[config.mk]
export PLATFORM = sky130hd
export DESIGN_NAME = hostio_fifo_regs
export DESIGN_NICKNAME = d
export VERILOG_FILES = /design/src/rtl/hfr_pkg.sv /design/src/rtl/hfr_decode.sv /design/src/rtl/hfr_strobe.sv /design/src/rtl/hfr_rdmux.sv /design/src/rtl/hostio_fifo_regs.sv
export SDC_FILE = /design/constraint.sdc
export NUM_CORES = 1
export LEC_CHECK = 0
export CAP_MARGIN = 15
export CORE_MARGIN = 10
export CORE_UTILIZATION = 55
export CTS_BUF_LIST = sky130_fd_sc_hd__clkbuf_8
export DETAILED_ROUTE_END_ITERATION = 8
export DONT_BUFFER_PORTS = 1
export HOLD_SLACK_MARGIN = 0.1
export PLACE_DENSITY = 0.67
export SYNTH_ARGS = -nofsm -noshare
export SYNTH_HDL_FRONTEND = slang
export SYNTH_SLANG_ARGS = --single-unit
[constraint.sdc]
create_clock -name clk -period 2.9 [get_ports clk]
set_input_delay 0.725 -clock clk [delete_from_list [all_inputs] [get_ports clk]]
set_output_delay 0.725 -clock clk [all_outputs]
set_load 0.005 [all_outputs]
[src/rtl/hfr_pkg.sv]
package hfr_pkg;
  typedef enum logic [2:0] {
    ACC_NONE    = 3'd0,
    ACC_RD_DATA = 3'd1,
    ACC_RD_STAT = 3'd2,
    ACC_WR_DATA = 3'd3,
    ACC_WR_STAT = 3'd4
  } acc_kind_e;
endpackage

[src/rtl/hfr_decode.sv]
module hfr_decode
  import hfr_pkg::*;
#(
  parameter int ADDR_W = 16,
  parameter logic [ADDR_W-1:0] WIN_BASE = 16'hFD80,
  parameter int WIN_BITS = 3
) (
  input  logic [ADDR_W-1:0] addr,
  input  logic              iorq_n,
  input  logic              m1_n,
  input  logic              rd_n,
  input  logic              wr_n,
  output acc_kind_e         kind
);
  localparam int CMP_LO = WIN_BITS;

  logic hit;
  assign hit = !iorq_n && m1_n && (addr[ADDR_W-1:CMP_LO] == WIN_BASE[ADDR_W-1:CMP_LO]);

  always_comb begin
    kind = ACC_NONE;
    if (hit && !rd_n)      kind = addr[0] ? ACC_RD_STAT : ACC_RD_DATA;
    else if (hit && !wr_n) kind = addr[0] ? ACC_WR_STAT : ACC_WR_DATA;
  end
endmodule

[src/rtl/hfr_strobe.sv]
module hfr_strobe
  import hfr_pkg::*;
#(
  parameter int DATA_W = 8
) (
  input  logic              clk,
  input  logic              rst_n,
  input  acc_kind_e         kind,
  input  logic [DATA_W-1:0] data_in,
  output logic              push,
  output logic              pop,
  output logic              clear,
  output logic [DATA_W-1:0] push_data
);
  acc_kind_e kind_q;
  logic      ended;

  assign ended = (kind_q != ACC_NONE) && (kind != kind_q);

  always_ff @(posedge clk) begin
    if (!rst_n) begin
      kind_q    <= ACC_NONE;
      push      <= 1'b0;
      pop       <= 1'b0;
      clear     <= 1'b0;
      push_data <= '0;
    end else begin
      kind_q <= kind;
      push   <= ended && (kind_q == ACC_WR_DATA);
      pop    <= ended && (kind_q == ACC_RD_DATA);
      clear  <= ended && (kind_q == ACC_WR_STAT);
      if (kind == ACC_WR_DATA) push_data <= data_in;
    end
  end
endmodule

[src/rtl/hfr_rdmux.sv]
module hfr_rdmux
  import hfr_pkg::*;
#(
  parameter int DATA_W  = 8,
  parameter int DIR_BIT = 1,
  parameter int DOR_BIT = 0
) (
  input  acc_kind_e         kind,
  input  logic [DATA_W-1:0] rx_data,
  input  logic              tx_ready,
  input  logic              rx_valid,
  output logic [DATA_W-1:0] data_out,
  output logic [DATA_W-1:0] data_oe
);
  logic rd_dat, rd_sta;
  assign rd_dat = (kind == ACC_RD_DATA);
  assign rd_sta = (kind == ACC_RD_STAT);

  for (genvar i = 0; i < DATA_W; i++) begin : g_bit
    if (i == DIR_BIT) begin : g_dir
      assign data_out[i] = rd_sta ? tx_ready : rx_data[i];
      assign data_oe[i]  = rd_dat || rd_sta;
    end else if (i == DOR_BIT) begin : g_dor
      assign data_out[i] = rd_sta ? rx_valid : rx_data[i];
      assign data_oe[i]  = rd_dat || rd_sta;
    end else begin : g_plain
      assign data_out[i] = rx_data[i];
      assign data_oe[i]  = rd_dat;
    end
  end
endmodule

[src/rtl/hostio_fifo_regs.sv]
module hostio_fifo_regs
  import hfr_pkg::*;
#(
  parameter int ADDR_W = 16,
  parameter int DATA_W = 8,
  parameter logic [ADDR_W-1:0] WIN_BASE = 16'hFD80,
  parameter int WIN_BITS = 3
) (
  input  logic              clk,
  input  logic              rst_n,
  input  logic [ADDR_W-1:0] addr,
  input  logic              iorq_n,
  input  logic              m1_n,
  input  logic              rd_n,
  input  logic              wr_n,
  input  logic [DATA_W-1:0] data_in,
  output logic [DATA_W-1:0] data_out,
  output logic [DATA_W-1:0] data_oe,
  output logic              tx_valid,
  input  logic              tx_ready,
  output logic [DATA_W-1:0] tx_data,
  input  logic              rx_valid,
  output logic              rx_ready,
  input  logic [DATA_W-1:0] rx_data,
  output logic              fifo_clear
);
  acc_kind_e kind;

  hfr_decode #(.ADDR_W(ADDR_W), .WIN_BASE(WIN_BASE), .WIN_BITS(WIN_BITS)) u_dec (
    .addr(addr), .iorq_n(iorq_n), .m1_n(m1_n), .rd_n(rd_n), .wr_n(wr_n), .kind(kind)
  );

  hfr_strobe #(.DATA_W(DATA_W)) u_stb (
    .clk(clk), .rst_n(rst_n), .kind(kind), .data_in(data_in),
    .push(tx_valid), .pop(rx_ready), .clear(fifo_clear), .push_data(tx_data)
  );

  hfr_rdmux #(.DATA_W(DATA_W)) u_mux (
    .kind(kind), .rx_data(rx_data), .tx_ready(tx_ready), .rx_valid(rx_valid),
    .data_out(data_out), .data_oe(data_oe)
  );
endmodule

==> reports/qor.txt, run 1 <==
Crit-path slowest cell -> or3_4
CTS clock-pin slew for the worst setup and hold paths -> 50 ps
DRC violations left -> 0
Final slew viol count -> 0
Max Root-Sink Buffers -> 2
CP most frequent cell -> nor2b_1
Port Buffers -> 0
Die W -> 57.1 um
Crit-path max cell delay -> 370 ps
Routed wire length -> 1520 um
Synth Flop Type -> dfxtp_1
Pleak -> 0.261 nW
Worst Clk Skew -> 0.394 ps
Final nets -> 116
Router iterations before antenna repair -> 3
Initial DRC count -> 3
# hold bufs at CTS -> 0
Arr. time, crit path -> 1800 ps
GP Congestion -> 0.683
Initial antenna violation count -> 0
Critical-path cell list -> or3_4 -> nor4_4 -> nor2b_1 -> nor2b_1 -> buf_4
Share of cells above drive strength 1 -> 14.7%
Post-synth top area share -> 37.1%
CTS tree -> built
Sequential share of the synthesized area -> 37.1%
Post-synth ARST share -> 0%
Final min period -> 2530 ps
Final number of hold-violating endpoints -> 0
Net Count, Synth -> 124
Min-Delay Path Class -> register to register
RSZ-0062 raised after global routing -> no
Yosys reg bits -> 14
Slew Limit Headroom -> 69.3%
Synthesis-to-layout area growth -> -2.65%
CP endpoint kind -> output pin
# diodes -> 0
VDD IR-drop max -> 0.383 mV
Vias -> 515
Die area -> 3260 sq um
CTS root buf -> clkbuf_8
Routed Antenna Nets -> 0
WP buf/inv -> 1
Mapped cell area -> 756 sq um
Part of the cycle the worst path needs -> 87.1%
Synth Instances -> 84
Critical path class -> primary input to output pin
Ranking of synthesized cells by area -> dfxtp_1 (37%), buf_4 (13%), mux2i_1 (11%)
Total CTS buffers -> 3
F_max -> 396 MHz
Starting density of the core -> 58.1%
# IOs -> 67
WL/cell -> 16.9 um
Post-CTS setup buffers -> 0
H-Tree Depth -> 1
CTS resizes -> 0
Largest net degree at the start of global routing -> 20
Max cap viols -> 0
Final setup vio count -> 0
Worst EP required -> 2170 ps
Core area -> 1300 sq um
Vias per inst -> 5.72
Distinct cells, synth -> 21
Worst hold slack -> 438 ps
Fillers -> 124
Crit path max fanout -> 6
First-pass GRT wire length -> 2630 um
Hold Path Stages -> 2
Num Clock Sinks -> 14
GRT Total Usage -> 9.38%
Actual slew at the worst max-slew pin -> 460 ps
R2R depth -> 4
Syn avg cell area -> 9.00 sq um
Power per cell area -> 523 nW/um^2
Status -> finished clean
Sum Neg Setup Slack -> 0 ps
Number of global-route vias before repair -> 572
CP delay by family, top -> simple AND/OR/NAND/NOR gates
Number of synthesized flops with an enable pin -> 0
GR Overflow Total -> 0
DP Wirelength -> 1340 um
Critical path depth in cells -> 5
Num rows -> 13
Worst setup SP type -> primary input
Worst-Skew Late Latency -> 230 ps
Cell taking the most area after synthesis -> dfxtp_1
Die Y -> 57.1 um
Yosys synthesis warning count -> 0
[layout by cell type, fill, tap and decap left out]
| cell type | Yosys | layout |
|---|---|---|
| and4b_1 | 1 | 1 |
| nand3b_1 | 1 | 1 |
| nor4_4 | 1 | 1 |
| dfxtp_1 | 14 | 14 |
| nor3b_1 | 2 | 2 |
| nor2_1 | 3 | 3 |
| nand4b_1 | 4 | 4 |
| nor2b_1 | 3 | 3 |
| and2_1 | 1 | 1 |
| nand2b_1 | 2 | 2 |
| nor4b_1 | 1 | 1 |
| clkbuf_8 | 0 | 4 |
| mux2i_1 | 8 | 8 |
| nand2_1 | 20 | 20 |
| buf_4 | 13 | 3 |
| mux2_2 | 2 | 2 |
| nor3_1 | 2 | 2 |
| o21ai_0 | 1 | 1 |
| or3_4 | 1 | 1 |
| and4_1 | 1 | 1 |
[tightest hold or removal path, cell delays in order (launching register included)]
cell	delay (ps)
dfxtp_1	300
nand2_1	50
nor3_1	40
[routing by layer]
| metal | wire length, um | global-route usage, % |
|---|---|---|
| met5 | 0 | 0 |
| met3 | 249 | 7.52 |
| met2 | 688 | 15.2 |
| met4 | 8 | 1.34 |
| met1 | 572 | 9.49 |
[worst paths after layout]
check                                startpoint          end  slack, ps
worst max-delay path                    addr[6]   data_oe[7]        370
worst min register to register  u_stb.kind_q[1]   u_stb.push        440
worst min-delay path            u_stb.kind_q[1]   u_stb.push        440
worst max register to register  u_stb.kind_q[2]  u_stb.clear       1700
[cells by family after synthesis]
group	Yosys count	synth area share (%)
muxes	10	13.6
AOI/OAI and AO/OA	1	0.662
and+or+nand+nor	43	33.3
buffers and inverters	16	15.4
DFF	14	37.1
[final cells by class]
| cell class | count | area, sq um | share of cell area (%) |
|---|---|---|---|
| Multi-Input combinational cell | 54 | 359 | 48.8 |
| Sequential cell | 14 | 280 | 38.1 |
| Clock buffer | 4 | 55.1 | 7.48 |
| Timing Repair Buffer | 3 | 22.5 | 3.06 |
| Tap cell | 15 | 18.8 | 2.55 |
[sequential cells by signal (all words and copies together) (netlist names)]
register / flops
u_stb.clear: 1
u_stb.kind_q: 3
u_stb.pop: 1
u_stb.push: 1
u_stb.push_data: 8
[where the power goes]
group	leakage [nW]	internal (mW)	total, mW	switching, mW
Clock	0.0288	0.120	0.181	0.0608
Combinational	0.119	0.00660	0.0120	0.00543
Sequential	0.113	0.192	0.192	0.000000578
[cell usage after synthesis (2+ instances only)]
master	n
nor3b_1	2
nand4b_1	4
buf_4	13
nand2_1	20
clkbuf_1	2
dfxtp_1	14
nand2b_1	2
nor2_1	3
nor3_1	2
nor2b_1	3
mux2i_1	8
mux2_2	2
[through the flow]
stage,power (mW),setup WS [ps],cell area [sq um],std cells,util [%]
global placement,0.209,351,681,86,52.3
finish,0.385,373,736,90,56.5
CTS,0.388,353,736,90,56.5
global route,0.399,198,736,90,56.5
floorplan,0.217,143,756,84,-
detailed placement,0.209,352,681,86,52.3
No activity file was read; power rests on OpenSTA's default activity.
==> run 2: changes to the inputs <==
--- a/config.mk
+++ b/config.mk
@@ -8,7 +8,7 @@
 export CAP_MARGIN = 15
 export CORE_MARGIN = 10
 export CORE_UTILIZATION = 55
-export CTS_BUF_LIST = sky130_fd_sc_hd__clkbuf_8
+export CTS_BUF_LIST = sky130_fd_sc_hd__clkbuf_4
 export DETAILED_ROUTE_END_ITERATION = 8
 export DONT_BUFFER_PORTS = 1
 export HOLD_SLACK_MARGIN = 0.1
==> run 2 against run 1 <==
  * Worst setup slack barely moved
  * Global-route usage rose by 0.18 points
  * Sequential share of layout area rose by 1.6 points
  * Non-clock buffer count did not move
  * Clock power fell by 41%
  * Power fell by 19%
  * Cell area fell by 3.9%
  * Combinational power barely moved
  * Via count rose by 2.3%
  * Maximum frequency barely moved
==> reports/qor.txt, run 2 (synthesis results as in run 1) <==
Status -> finished clean
Die area -> 3260 sq um (unchanged)
Synthesis-to-layout area growth -> -6.46%
Starting density of the core -> 58.1% (unchanged)
Critical path class -> primary input to output pin
Pleak -> 0.247 nW (-5.1%)
Final setup vio count -> 0 (unchanged)
Worst R2R Start -> u_stb.kind_q[2]
First-pass GRT wire length -> 2640 um (+0.53%)
Worst setup SP type -> primary input
Commonest non-fill, non-tap cell in the layout -> nand2_1
Fillers -> 127 (+2.4%)
R2R depth -> 4 (unchanged)
Crit-path max cell delay -> 370 ps (about the same)
Routed Antenna Nets -> 0 (unchanged)
Placed Cells -> 86 (unchanged)
Power per cell area -> 440 nW/um^2 (-16%)
Vias per inst -> 5.86 (+2.3%)
Worst EP required -> 2170 ps (about the same)
Routed wire length -> 1550 um (+1.7%)
Arr. time, crit path -> 1800 ps (about the same)
Reg2reg end -> u_stb.clear
Biggest regs -> u_stb.push_data (8), u_stb.kind_q (3)
Min-Delay Endpoint -> u_stb.push
Actual slew at the worst max-slew pin -> 464 ps (+4.14 ps)
Share of cells above drive strength 1 -> 13.3% (-1.3 points)
Critical-path cell list -> or3_4 -> nor4_4 -> nor2b_1 -> nor2b_1 -> buf_4
Wire length on met1 -> 597 um (+4.4%)
Met3 WL -> 245 um (-1.6%)
Max cap viols -> 0 (unchanged)
Vias -> 527 (+2.3%)
GP Congestion -> 0.683 (unchanged)
Top layer in use -> met4
Part of the cycle the worst path needs -> 87.1% (about the same)
Final number of hold-violating endpoints -> 0 (unchanged)
Reg2reg setup slack -> 1690 ps (about the same)
Initial antenna violation count -> 0 (unchanged)
Port Buffers -> 0 (unchanged)
GRT Total Usage -> 9.56% (+0.18 points)
Commonest cells after routing, fill and taps aside -> nand2_1 (20), dfxtp_1 (14), mux2i_1 (8), nand4b_1 (4)
Final nets -> 116 (unchanged)
Sum Neg Setup Slack -> 0 ps (unchanged)
Biggest register -> u_stb.push_data
Final min period -> 2530 ps (-0.235 ps)
Number of global-route vias before repair -> 582 (+1.7%)
CTS resizes -> 0 (unchanged)
Max Root-Sink Buffers -> 2 (unchanged)
CTS clock-pin slew for the worst setup and hold paths -> 70 ps (+20 ps)
GR Overflow Total -> 0 (unchanged)
RSZ-0062 raised after global routing -> no
Initial DRC count -> 8 (+5)
DP Wirelength -> 1340 um (unchanged)
Num rows -> 13 (unchanged)
Crit-path slowest cell -> or3_4
WL/cell -> 17.2 um (+1.7%)
Worst Clk Skew -> 0.324 ps (-0.0697 ps)
Die W -> 57.1 um (unchanged)
Worst-Skew Late Latency -> 270 ps (+40 ps)
Hold path start -> u_stb.kind_q[1]
Crit path max fanout -> 6 (unchanged)
Slew Limit Headroom -> 69.0% (-0.28 points)
Num Clock Sinks -> 14 (unchanged)
H-Tree Depth -> 1 (unchanged)
Post-CTS setup buffers -> 0 (unchanged)
# hold bufs at CTS -> 0 (unchanged)
DRC violations left -> 0 (unchanged)
# IOs -> 67 (unchanged)
CTS tree -> built
Die Y -> 57.1 um (unchanged)
Core area -> 1300 sq um (unchanged)
Total CTS buffers -> 3 (unchanged)
Hold Path Stages -> 2 (unchanged)
VDD IR-drop max -> 0.309 mV (-19%)
F_max -> 396 MHz (about the same)
Largest register FFs -> 8 (unchanged)
Final slew viol count -> 0 (unchanged)
Min-Delay Path Class -> register to register
CP endpoint kind -> output pin
CTS root buf -> clkbuf_4
Router iterations before antenna repair -> 3 (unchanged)
CP most frequent cell -> nor2b_1
Wire length on met2 -> 693 um (+0.73%)
Largest net degree at the start of global routing -> 20 (unchanged)
# diodes -> 0 (unchanged)
Final Non-Filler Cells -> 90 (unchanged)
[run 2: where the power goes]
part | total (mW) | switching [mW] | internal [mW]
combinational | 0.0120 | 0.00544 | 0.00661
clock | 0.107 | 0.0574 | 0.0498
sequential | 0.192 | 0.000000591 | 0.192
total | 0.311 | 0.0629 | 0.248
[run 2: per-stage QoR]
step                power (mW)  instance area (sq um)  hold slack (ps)  worst slack, ps  util, %
finish                   0.311                    707              440              373     54.3
global route             0.326                    707              469              198     54.3
CTS                      0.316                    707              444              353     54.3
detailed placement       0.209                    681              434              352     52.3
global placement         0.209                    681              425              351     52.3
floorplan                0.217                    756              413              143        -
[run 2: cell type report]
class                   instances  area, sq um  share of cell area, %
repair buffers                  3         22.5                   3.19
multi-input cells              54          359                   50.8
well taps                      15         18.8                   2.65
clock buffers                   3         22.5                   3.19
clock inverters                 1         3.75                  0.531
flip-flops and latches         14          280                   39.6
[run 2: critical path: cells and delay by family]
family | cells | cell delay (ps)
buffers and inverters | 1 | 170
AND/OR/NAND/NOR | 4 | 910
[run 2: how the worst max path moves through the flow]
stage	startpoint	to	depth (start not counted)
after floorplan	addr[6]	data_oe[2]	5
after global placement	addr[6]	data_oe[7]	5
after detailed placement	addr[6]	data_oe[7]	5
after CTS	addr[6]	data_oe[7]	5
after global routing	addr[6]	data_oe[3]	5
final	addr[6]	data_oe[7]	5
[run 2: metal layers]
| layer | vias to the layer above | GRT usage (%) |
|---|---|---|
| met5 | - | 0 |
| met4 | 0 | 4.36 |
| met3 | 2 | 6.64 |
| met2 | 43 | 15.0 |
| met1 | 226 | 9.49 |
| li1 | 256 | - |
